[src/rtl/eli_pkg.sv]
package eli_pkg;
    localparam logic [31:0] RSV_MASK = 32'h4000_8787;

    localparam logic [7:0] OFS_STATUS  = 8'h30;
    localparam logic [7:0] OFS_PENDING = 8'h34;
    localparam logic [7:0] OFS_ENABLE  = 8'h38;
    localparam logic [7:0] OFS_ACK     = 8'h3C;

    typedef enum logic [2:0] {
        SEL_NONE,
        SEL_STATUS,
        SEL_PENDING,
        SEL_ENABLE,
        SEL_ACK
    } reg_sel_e;
endpackage

[src/rtl/eli_sync.sv]
module eli_sync #(
    parameter int W = 16,
    parameter logic [W-1:0] RST_VAL = '0
) (
    input  logic         clk,
    input  logic         rst_n,
    input  logic [W-1:0] d_i,
    output logic [W-1:0] q_o
);
    logic [W-1:0] meta_q;
    logic [W-1:0] stab_q;

    always_ff @(posedge clk or negedge rst_n) begin
        if (!rst_n) begin
            meta_q <= RST_VAL;
            stab_q <= RST_VAL;
        end else begin
            meta_q <= d_i;
            stab_q <= meta_q;
        end
    end

    assign q_o = stab_q;
endmodule

[src/rtl/eli_detect.sv]
module eli_detect #(
    parameter int N = 32,
    parameter logic [31:0] EDGE_CFG = 32'hFFFF_FFFF,
    parameter logic [31:0] POS_CFG  = 32'hFFFF_FFFF
) (
    input  logic         clk,
    input  logic         rst_n,
    input  logic [N-1:0] raw_i,
    output logic [N-1:0] evt_o
);
    logic [N-1:0] cond;
    logic [N-1:0] prev_q;
    logic         past_ok;

    for (genvar i = 0; i < N; i++) begin : g_line
        // a line with polarity 0 is active-low: its idle 1 becomes 0
        assign cond[i] = raw_i[i] ^ ~POS_CFG[i];
        if (EDGE_CFG[i]) begin : g_edge
            assign evt_o[i] = cond[i] & ~prev_q[i];
        end else begin : g_level
            assign evt_o[i] = cond[i];
        end
    end

    always_ff @(posedge clk or negedge rst_n) begin
        if (!rst_n) begin
            prev_q  <= '0;
            past_ok <= 1'b0;
        end else begin
            prev_q  <= cond;
            past_ok <= 1'b1;
        end
    end

    AST_EDGE_SINGLE_PULSE: assert property (@(posedge clk) disable iff (!rst_n)
        past_ok |-> ((evt_o & $past(evt_o) & EDGE_CFG[N-1:0]) == '0));
endmodule

[src/rtl/eli_regs.sv]
module eli_regs
    import eli_pkg::*;
#(
    parameter int N = 32,
    parameter int ADDR_W = 8
) (
    input  logic              clk,
    input  logic              rst_n,
    input  logic [N-1:0]      evt_i,
    input  logic              bus_sel_i,
    input  logic              bus_we_i,
    input  logic [ADDR_W-1:0] bus_addr_i,
    input  logic [31:0]       bus_wdata_i,
    output logic [31:0]       bus_rdata_o,
    output logic              irq_o
);
    localparam logic [31:0] LIVE  = 32'hFFFF_FFFF >> (32 - N);
    localparam logic [31:0] VALID = LIVE & ~RSV_MASK;

    reg_sel_e    sel;
    logic        wr_ok;
    logic [31:0] status_q;
    logic [31:0] enable_q;
    logic [31:0] pending;
    logic [31:0] ack_bits;
    logic [31:0] evt_valid;
    logic        past_ok;

    always_comb begin
        sel = SEL_NONE;
        if (bus_sel_i && bus_addr_i[1:0] == 2'b00) begin
            if (ADDR_W'(OFS_STATUS) == bus_addr_i)       sel = SEL_STATUS;
            else if (ADDR_W'(OFS_PENDING) == bus_addr_i) sel = SEL_PENDING;
            else if (ADDR_W'(OFS_ENABLE) == bus_addr_i)  sel = SEL_ENABLE;
            else if (ADDR_W'(OFS_ACK) == bus_addr_i)     sel = SEL_ACK;
        end
    end

    assign wr_ok     = bus_sel_i && bus_we_i;
    assign ack_bits  = (wr_ok && sel == SEL_ACK) ? bus_wdata_i : '0;
    assign evt_valid = 32'(evt_i) & VALID;
    assign pending   = status_q & enable_q;
    assign irq_o     = |pending;

    always_ff @(posedge clk or negedge rst_n) begin
        if (!rst_n) begin
            status_q <= '0;
            enable_q <= '0;
            past_ok  <= 1'b0;
        end else begin
            // the new event is ORed in after the clear, so it wins
            status_q <= (status_q & ~(ack_bits & status_q)) | evt_valid;
            if (wr_ok && sel == SEL_ENABLE) enable_q <= bus_wdata_i & VALID;
            past_ok <= 1'b1;
        end
    end

    always_comb begin
        unique case (sel)
            SEL_STATUS:  bus_rdata_o = status_q;
            SEL_PENDING: bus_rdata_o = pending;
            SEL_ENABLE:  bus_rdata_o = enable_q;
            SEL_ACK:     bus_rdata_o = '0;
            SEL_NONE:    bus_rdata_o = '0;
            default:     bus_rdata_o = '0;
        endcase
    end

    AST_RSV_CLEAR: assert property (@(posedge clk) disable iff (!rst_n)
        ((status_q | enable_q) & RSV_MASK) == '0);
    AST_ACK_CLEARS: assert property (@(posedge clk) disable iff (!rst_n)
        (ack_bits != '0) |=> ((status_q & $past(ack_bits & ~evt_valid)) == '0));
    AST_EVENT_SETS: assert property (@(posedge clk) disable iff (!rst_n)
        past_ok |-> ((status_q & $past(evt_valid)) == $past(evt_valid)));
    AST_STICKY: assert property (@(posedge clk) disable iff (!rst_n)
        past_ok |-> ($past(ack_bits) != '0 || (status_q & $past(status_q)) == $past(status_q)));
endmodule

[src/rtl/eli_irq_ctrl.sv]
module eli_irq_ctrl #(
    parameter int NUM_EXT = 16,
    parameter logic [15:0] EXT_EDGE_CFG = 16'h0000,
    parameter logic [15:0] EXT_POS_CFG  = 16'h0000,
    parameter int ADDR_W = 8
) (
    input  logic               clk,
    input  logic               rst_n,
    input  logic [15:0]        irq_int_i,
    input  logic [NUM_EXT-1:0] irq_ext_i,
    input  logic               bus_sel_i,
    input  logic               bus_we_i,
    input  logic [ADDR_W-1:0]  bus_addr_i,
    input  logic [31:0]        bus_wdata_i,
    output logic [31:0]        bus_rdata_o,
    output logic               irq_o
);
    localparam int N = 16 + NUM_EXT;
    localparam logic [31:0] EDGE_FULL = {EXT_EDGE_CFG, 16'hFFFF};
    localparam logic [31:0] POS_FULL  = {EXT_POS_CFG, 16'hFFFF};
    localparam logic [NUM_EXT-1:0] EXT_IDLE = ~EXT_POS_CFG[NUM_EXT-1:0];

    logic [NUM_EXT-1:0] ext_sync;
    logic [N-1:0]       evt;

    eli_sync #(.W(NUM_EXT), .RST_VAL(EXT_IDLE)) u_sync (
        .clk   (clk),
        .rst_n (rst_n),
        .d_i   (irq_ext_i),
        .q_o   (ext_sync)
    );

    eli_detect #(.N(N), .EDGE_CFG(EDGE_FULL), .POS_CFG(POS_FULL)) u_detect (
        .clk   (clk),
        .rst_n (rst_n),
        .raw_i ({ext_sync, irq_int_i}),
        .evt_o (evt)
    );

    eli_regs #(.N(N), .ADDR_W(ADDR_W)) u_regs (
        .clk         (clk),
        .rst_n       (rst_n),
        .evt_i       (evt),
        .bus_sel_i   (bus_sel_i),
        .bus_we_i    (bus_we_i),
        .bus_addr_i  (bus_addr_i),
        .bus_wdata_i (bus_wdata_i),
        .bus_rdata_o (bus_rdata_o),
        .irq_o       (irq_o)
    );
endmodule

[config.mk]
export PLATFORM = sky130hd
export DESIGN_NAME = eli_irq_ctrl
export DESIGN_NICKNAME = d
export VERILOG_FILES = /design/src/rtl/eli_pkg.sv /design/src/rtl/eli_sync.sv /design/src/rtl/eli_detect.sv /design/src/rtl/eli_regs.sv /design/src/rtl/eli_irq_ctrl.sv
export SDC_FILE = /design/constraint.sdc
export NUM_CORES = 1
export LEC_CHECK = 0
export CAP_MARGIN = 20
export CORE_MARGIN = 2
export CORE_UTILIZATION = 42
export DETAILED_ROUTE_END_ITERATION = 10
export GPL_ROUTABILITY_DRIVEN = 1
export GPL_TIMING_DRIVEN = 0
export HOLD_SLACK_MARGIN = 0.03
export PLACE_DENSITY = 0.82
export SYNTH_ARGS = -nofsm -noshare
export SYNTH_HDL_FRONTEND = slang
export SYNTH_SLANG_ARGS = --single-unit
[constraint.sdc]
create_clock -name clk -period 2.1 [get_ports clk]
set_clock_uncertainty 0.2 [all_clocks]
set_input_delay 0.42 -clock clk [delete_from_list [all_inputs] [get_ports clk]]
set_output_delay 0.42 -clock clk [all_outputs]
set_load 0.05 [all_outputs]
Word level (Yosys, flattened, before mapping)
Index checks and enable logic that the tools add are counted.
W data, S select, Z words.

word-level totals
  register bits = 102
  latch bits = 0
  RAM bits = 0
  memory bits (read-only) = 0
  input bits = 76
  output and inout port bits = 33
  word-level logic and storage cells = 62
  memories = 0

operators by class
  $add $sub $neg = 0
  $mul = 0
  divide/modulo/power cells = 0
  order comparisons = 0
  equal/unequal tests = 8
  shifts and indexed selects = 0
  multiplexer cells = 7
  bitwise operators = 36
  reduce and logical (&&, ||, !) cells = 6

operators with widths
  kind                  count
  $and A32 B32 Y32      3
  $pmux W32 S3          1
  $eq A6 B8 Y1 const A  4
  $mux W32              1
  $not A32 Y32          1
  $or A32 B32 Y32       1
  $reduce_or A32 Y1     1
  $not A1 Y1            23
  $mux W3               5
  $and A1 B1 Y1         8
  $eq A3 B2 Y1 const B  2
  $logic_and A1 B1 Y1   4
  $eq A3 B1 Y1 const B  1
  $eq A3 B3 Y1 const B  1
  $logic_not A2 Y1      1

Logic depth before layout (Yosys ltp)
Gate-level depths: netlist of run 1.

  depth in word-level cells = 13
  mapped depth = 7
  gate-level depth less buffers = 4

Cells and area by module
Synthesis of run 1 repeated with hierarchy kept, for this count alone.

unflattened totals
  cells, all modules = 312
  area total of the unflattened synthesis = 4157.7 um2

by module, submodules not included
  module      times used  cells each  area each (um2)  seq. area each (um2)
  eli_regs    1           232         2636.3           1376.3
  eli_sync    1           32          840.8            840.8
  eli_detect  1           48          680.7            400.4

Worst setup path after synthesis of run 1
OpenSTA, ideal clock, no wires.

  path kind = input to output
  start point = input port bus_addr_i[7]
  end point = output port bus_rdata_o[11]
  arrival time = 2.209 ns
  data required time = 1.480 ns
  setup slack = -0.729 ns
  stages = 5
  path buffers = 1
  path through = or3b_4 -> nor2_2 -> and3b_1 -> buf_2 -> a2bb2oi_1

between the ends
  longest elaborated chain between the ends = 8
  elaborated cells between the ends (all ways) = 13
  those cells by class = 7 x eq/ne; 6 x mux

RTL lines
  element                                              line                RTL
  start, declared                                      eli_irq_ctrl.sv:13  input logic [ADDR_W-1:0] bus_addr_i,
  $eq A6 B8 Y1                                         eli_regs.sv:35      else if (ADDR_W'(OFS_ACK) == bus_addr_i) sel = SEL_ACK;
  $mux W3                                              eli_regs.sv:35
  $mux W3                                              eli_regs.sv:34      else if (ADDR_W'(OFS_ENABLE) == bus_addr_i) sel = SEL_ENABLE;
  $mux W3                                              eli_regs.sv:33      else if (ADDR_W'(OFS_PENDING) == bus_addr_i) sel = SEL_PENDING;
  $mux W3 *                                            eli_regs.sv:32      if (ADDR_W'(OFS_STATUS) == bus_addr_i) sel = SEL_STATUS;
  $mux W3 *                                            eli_regs.sv:31      if (bus_sel_i && bus_addr_i[1:0] == 2'b00) begin
  $eq A3 B2 Y1 / $eq A3 B1 Y1 (equally long branches)  eli_regs.sv:59      unique case (sel)
  $pmux W32 S3 *                                       eli_regs.sv:59
  end, declared                                        eli_irq_ctrl.sv:15  output logic [31:0] bus_rdata_o,

Every way passes the cells marked *; elsewhere a longest branch is shown, timed or not.

Final worst setup path of run 1
  start point = register u_regs.status_q[19]
  end point = output port irq_o

between the ends
  longest elaborated chain between the ends = 2

RTL lines
  element                 line                RTL
  start, declared         eli_regs.sv:22      logic [31:0] status_q;
  start signal, assigned  eli_regs.sv:52      status_q <= (status_q & ~(ack_bits & status_q)) | evt_valid;
  $and A32 B32 Y32        eli_regs.sv:42      assign pending = status_q & enable_q;
  $reduce_or A32 Y1       eli_regs.sv:43      assign irq_o = |pending;
  end, declared           eli_irq_ctrl.sv:16  output logic irq_o

No other way between the ends.

==> results of run 1 <==
[path summary, 6_finish.rpt]
kind / start / to / slack (ps) / depth (start not counted)
worst max-delay path: u_regs.status_q[19]$_DFF_PN0_ / irq_o / -510 / 5
worst min-delay path: u_sync.meta_q[0]$_DFF_PN1_ / u_sync.q_o[0]$_DFF_PN1_ / 160 / 0
worst max register to register: u_regs.status_q[13]$_DFF_PN0_ / u_regs.status_q[13]$_DFF_PN0_ / 1060 / 2
worst min register to register: u_sync.meta_q[0]$_DFF_PN1_ / u_sync.q_o[0]$_DFF_PN1_ / 160 / 0
max in group asynchronous: rst_n / u_sync.q_o[13]$_DFF_PN1_ / 620 / 3
min in group asynchronous: rst_n / u_detect.prev_q[6]$_DFF_PN0_ / 390 / 2
[final cells by class]
cell class                 instances  area, sq um  share of cell area (%)
buffer                            11          139                    2.35
inverter                          23         86.3                    1.46
clock buffer                      14          173                    2.92
timing repair buffer             123         1350                    22.8
multi-input combinational        165         1630                    27.6
tap                              108          135                    2.28
clock inverter                     2         38.8                   0.655
sequential                        93         2360                    39.9
[timing repair]
item	in CTS	in global routing
gates cloned	4	1
setup buffers	14	8
gates resized for setup	291	25
endpoints found under the setup margin	76	33
endpoints found under the hold margin	23	0
hold buffers	1	0
pin swaps	13	4
[per-stage QoR]
| step | utilization, % | setup TNS, ps |
|---|---|---|
| 2_1_floorplan | - | -5990 |
| 3_3_place_gp | 60.9 | -308130 |
| 3_5_place_dp | 61.2 | -76840 |
| 4_1_cts | 68.3 | -12410 |
| 5_1_grt | 68.6 | -13340 |
| 6_report | 68.6 | -11830 |
[synth_stat cells (2+ instances only)]
library cell / number
a2bb2oi_1: 21
nand3_1: 12
o21ai_0: 15
mux2i_1: 2
clkbuf_1: 8
dfrtp_1: 63
buf_6: 2
inv_1: 23
a21boi_0: 9
a221oi_1: 2
a22oi_1: 5
nand4_1: 2
and2_1: 2
a22o_1: 10
o22ai_1: 2
mux2_2: 22
and3_1: 11
dfstp_2: 30
nand2_1: 38
buf_2: 3
[worst reg2reg max path: stages (launching register included)]
cell     delay (ps)
dfrtp_1         380
buf_4           150
a22o_1          200
[placed cells by master (no fill, tap or decap), drive strengths merged, types with 3 or more instances in the layout]
cell type       n
dfstp          30
a22oi           5
clkbuf         20
buf            67
dlygate4sd2     3
dfrtp          63
and3           11
a2bb2oi        21
o21ai          15
clkdlybuf4s50  56
mux2           23
nand2          38
a22o           10
a21boi          9
nand3          12
inv            24
[cell families (layout without fill, tap and decap cells)]
group,after synthesis,count (layout),share of synthesized area (%)
DFF,93,93,64.0
and+or+nand+nor,75,75,10.7
AOI/OAI and AO/OA,65,65,13.3
buffers and inverters,37,173,4.37
muxes,25,25,7.55
[power groups by stage]
stage	Sequential, W	Combinational (W)	Clock (W)
5_1_grt	0.00188	0.000317	0.00135
3_3_place_gp	0.00190	0.000262	0
4_1_cts	0.00187	0.000290	0.00127
2_1_floorplan	0.00190	0.0000713	0
3_5_place_dp	0.00191	0.000272	0
6_report	0.00187	0.000293	0.00124
[state kept, by name, summed over array words and instances, names as in the netlist]
name and cells:
u_sync.q_o 15, u_regs.enable_q 23, u_regs.status_q 32, u_sync.meta_q 15
u_detect.prev_q 8
[metal layers]
| metal | track usage [%] | wire length [microns] | up-vias |
|---|---|---|---|
| li1 | - | - | 1306 |
| met1 | 28.5 | 4360 | 1432 |
| met2 | 36.7 | 5150 | 72 |
| met3 | 4.51 | 386 | 12 |
| met4 | 8.65 | 171 | 0 |
| met5 | 0 | 0 | - |
==> flow_metrics.tcl, run 1 <==
set metrics [dict create \
    synthTopCellsByArea "dfrtp_1 (43%), dfstp_2 (21%), mux2_2 (6.7%), a2bb2oi_1 (5.0%), nand2_1 (3.9%)" \
    grtUsageTotal_pct 22.0 \
    fmax_mhz 382 \
    peakVddDrop_mv 0.475 \
    cts_made_buffers 9 \
    finalHoldViolCount 0 \
    power_w 0.00341 \
    num-fill-cells 570 \
    yosysTopAreaCellShare_pct 42.7 \
    ys_seq_area_share_pct 64.0 \
    rows 34 \
    ys_ff_latch 93 \
    drtIter0Drc 105 \
    slew_headroom_pct 64.0 \
    place_area_sq_um 5280 \
    dp_cells 502 \
    timing.hold.ws_ps 157 \
    worst_pin_slew_ps 540 \
    cp-end-kind "output pin" \
    clk_pin_slew_ps 90 \
    sw_frac_of_total_pct 21.7 \
    place.port_buffers 98 \
    antenna_found_initial 0 \
    synth_cell_types 33 \
    synth_top_area_cell "dfrtp_1" \
    n_antenna_cell 0 \
    drive_gt1_share_pct 42.5 \
    area_delta_synth_final_pct 60.3 \
    crit_buf_inv 1 \
    grt_overflow 0 \
    cp_top_family "simple AND/OR/NAND/NOR gates" \
    net-switching-power_w 0.000738 \
    fin_crit_ps 2610 \
    cpMaxStageDelayCell "dfrtp_1" \
    critPathMaxStageDelay_ps 410 \
    via_per_inst 5.24 \
    maxSlewViolCount 0 \
    crit_required_ps 1480 \
    syn-cell-area_sq_um 3690 \
    start_kind "register" \
    yosysWarnings 0 \
    syn_inst 295 \
    final_antenna_net_count 0 \
    start_util_pct 42.8 \
    clock_power_share_pct 36.5 \
    coreArea_sq_um 8640 \
    place_congestion 0.825 \
    maxCapViolCount 0 \
    rsz0062_at_grt "yes" \
    cellLeakagePower_nw 2.52 \
    nets 502 \
    dieArea_sq_um 9560 \
    powerDensity_nw_per_um2 576 \
    wl_per_cell_microns 18.7 \
    p_comb_share_pct 8.6 \
    numClockSinks 93 \
    syn-num-nets 371 \
    grt_first_pass_wirelength_microns 16300 \
    clock_latency_ps 340 \
    async_flop_share_pct 100 \
    grt_pass1_vias 3110 \
    die_w_microns 97.8 \
    grt_start_max_net_pins 53 \
    finalWorstSetupSlack_ps -515 \
    syn-mean-instance-area_sq_um 12.5 \
    critPathArrivalTime_ps 1990 \
    synth_flop_cell "dfrtp_1" \
    violations "negative setup slack" \
    period_share_pct 125 \
    ctsLongestPathBuffers 2 \
    cts_tree "done" \
    crit_chain "a22o_1 -> a221oi_2 -> nand4_1 -> or3_4 -> buf_6" \
    io_pins 109 \
    route.detailed.drc 0 \
    dp_slack_ps -1680 \
    finalInstanceArea_sq_um 5920 \
    hpwl_microns 6780 \
    p_int_w 0.00267 \
    hold_path.class "reg2reg" \
    setup_viol 33 \
    critPathKind "reg2out" \
    status "finished with violations" \
    synth_edf_count 0 \
    stdcell_count 539 \
    routed_wl_microns 10100 \
    dr_total_vias 2822 \
    power_frac_seq_pct 54.9 \
    htree_levels 3 \
    crit_path_max_fanout 3 \
    clockRootBuffer "clkbuf_8" \
    die_h_microns 97.8 \
    drtPass1Iterations 4 \
]
No activity file was read; power rests on OpenSTA's default activity.
==> run 2: changes to the inputs <==
Settings changed: RECOVER_POWER set to 50.
==> run 2 against run 1 <==
Compared with the run above: the flow still finishes with violations (negative setup slack); via count up 0.50%; design area down 0.25%; sequential cell count unchanged; count of clock-buffer cells in the layout unchanged; sequential power about the same; global-route usage unchanged; clock power about the same; non-clock buffer count unchanged; worst hold slack about the same; power down 0.33%; final cell count unchanged; first-iteration DRC count unchanged; largest cell class unchanged.
==> flow_metrics.tcl, run 2 (synthesis gave the netlist of run 1 again) <==
set metrics [dict create \
    cp-end-kind "output pin" \
    area_delta_synth_final_pct 59.9 \
    slew_headroom_pct 32.5 \
    start_util_pct 42.8 \
    route.detailed.drc 0 \
    finalInstanceArea_sq_um 5910 \
    finalHoldViolCount 0 \
    cts_tree "done" \
    dieArea_sq_um 9560 \
    setup_viol 33 \
    drtPass1Iterations 4 \
    reg_top3 "u_regs.status_q x32, u_regs.enable_q x23" \
    place_area_sq_um 5280 \
    hold_path.class "reg2reg" \
    postLayoutCoreUtil_pct 68.4 \
    finalWorstSetupSlack_ps -514 \
    coreArea_sq_um 8640 \
    place.port_buffers 98 \
    cellLeakagePower_nw 2.52 \
    routed_wl_microns 10100 \
    clk_pin_slew_ps 90 \
    critPathKind "reg2out" \
    peakVddDrop_mv 0.474 \
    crit_chain "a22o_1 -> a221oi_2 -> nand4_1 -> or3_4 -> buf_6" \
    io_pins 109 \
    dr_total_vias 2836 \
    clockRootBuffer "clkbuf_8" \
    grt_pass1_vias 3110 \
    fmax_mhz 383 \
    rrSetupSlack_ps 1060 \
    crit_path_max_fanout 3 \
    maxCapViolCount 0 \
    cpMaxStageDelayCell "dfrtp_1" \
    violations "negative setup slack" \
    n_antenna_cell 0 \
    grt_overflow 0 \
    status "finished with violations" \
    htree_levels 3 \
    cts_made_buffers 9 \
    period_share_pct 124 \
    maxSlewViolCount 0 \
    regToRegStartpoint "u_regs.status_q[13]$_DFF_PN0_" \
    grt_start_max_net_pins 53 \
    rsz0062_at_grt "yes" \
    via_per_inst 5.26 \
    grtUsageTotal_pct 22.0 \
    rows 34 \
    place_congestion 0.825 \
    hpwl_microns 6780 \
    drive_gt1_share_pct 42.5 \
    nets 502 \
    critPathMaxStageDelay_ps 410 \
    largest_reg_flops 32 \
    cp-endpoint "irq_o" \
    drtIter0Drc 105 \
    ctsLongestPathBuffers 2 \
    regToRegEndpoint "u_regs.status_q[13]$_DFF_PN0_" \
    critPathArrivalTime_ps 1990 \
    final_antenna_net_count 0 \
    most-common-layout-cells "dfrtp_1 (63), nand2_1 (37), clkdlybuf4s50_1 (33)" \
    die_w_microns 97.8 \
    final_common_cell "dfrtp_1" \
    cp-startpoint "u_regs.status_q[19]$_DFF_PN0_" \
    reg2reg_depth 2 \
    worst_pin_slew_ps 1010 \
    fin_crit_ps 2610 \
    wl_per_cell_microns 18.7 \
    numClockSinks 93 \
    crit_required_ps 1480 \
    grt_first_pass_wirelength_microns 16300 \
    clock_latency_ps 340 \
    start_kind "register" \
    antenna_found_initial 0 \
    powerDensity_nw_per_um2 575 \
    largest_register "u_regs.status_q" \
    die_h_microns 97.8 \
    timing.hold.ws_ps 157 \
]
==> run 2: changes by cell type in the layout (fill, tap and decap cells not counted) <==
cell / change
buf_8: +1
buf_4: -1
clkdlybuf4s50_1: -23
dlygate4sd3_1: +23
buf_16: -1
clkbuf_2: +1
==> run 2: critical path, delay by kind of cell, from the launching register on <==
| family | cells | cell delay [ps] |
|---|---|---|
| compound gates | 2 | 490 |
| buf+inv | 1 | 160 |
| simple gates | 2 | 580 |
| flops | 1 | 410 |
==> run 2: layout make-up <==
cell class	count	area, sq um
sequential	93	2360
tap	108	135
buffer	11	139
clock buffer	14	173
clock inverter	2	38.8
timing repair buffer	123	1340
fill	572	2730
multi-input combinational	165	1630
inverter	23	86.3
==> run 2: power by group <==
group / switching [W] / leakage, nW / internal, W / total, W
logic: 0.000132 / 1.36 / 0.000149 / 0.000280
clock network: 0.000591 / 0.107 / 0.000655 / 0.00125
registers: 0.0000164 / 1.06 / 0.00186 / 0.00187
total: 0.000739 / 2.52 / 0.00266 / 0.00340
==> run 2: worst min path at each step <==
stage,startpoint,to,slack [ps],depth (start not counted)
after floorplan,rst_n,u_detect.prev_q[11]$_DFF_PN0_,-80,0
after global placement,u_sync.meta_q[12]$_DFF_PN1_,u_sync.q_o[12]$_DFF_PN1_,150,0
after detailed placement,u_sync.meta_q[0]$_DFF_PN1_,u_sync.q_o[0]$_DFF_PN1_,150,0
after CTS,u_sync.meta_q[0]$_DFF_PN1_,u_sync.q_o[0]$_DFF_PN1_,150,0
after global routing,u_sync.meta_q[4]$_DFF_PN1_,u_sync.q_o[4]$_DFF_PN1_,160,0
final,u_sync.meta_q[0]$_DFF_PN1_,u_sync.q_o[0]$_DFF_PN1_,160,0
==> run 2: per-stage QoR <==
| stage | total power [W] | setup TNS, ps | setup WS [ps] | std cells |
|---|---|---|---|---|
| floorplan | 0.00197 | -5990 | -254 | 295 |
| global placement | 0.00216 | -308130 | -2860 | 501 |
| detailed placement | 0.00218 | -76840 | -1680 | 502 |
| CTS | 0.00343 | -12410 | -534 | 536 |
| global route | 0.00353 | -13370 | -597 | 539 |
| finish | 0.00340 | -11820 | -514 | 539 |
==> run 2: what timing repair did <==
action,in CTS,in global routing
endpoints found under the hold margin,23,0
pin swaps,13,4
hold buffers,1,0
cloned,4,1
buffers inserted,14,8
gates resized for setup,291,25
endpoints found under the setup margin,76,33
==> run 2: routing by layer <==
layer	share of wire, %	routed length, microns	track usage (%)	vias up
met5	0	0	0	-
met4	1.7	171	8.65	0
met3	3.9	396	4.51	12
met2	51	5150	36.7	74
met1	43	4350	28.5	1443
li1	-	-	-	1307
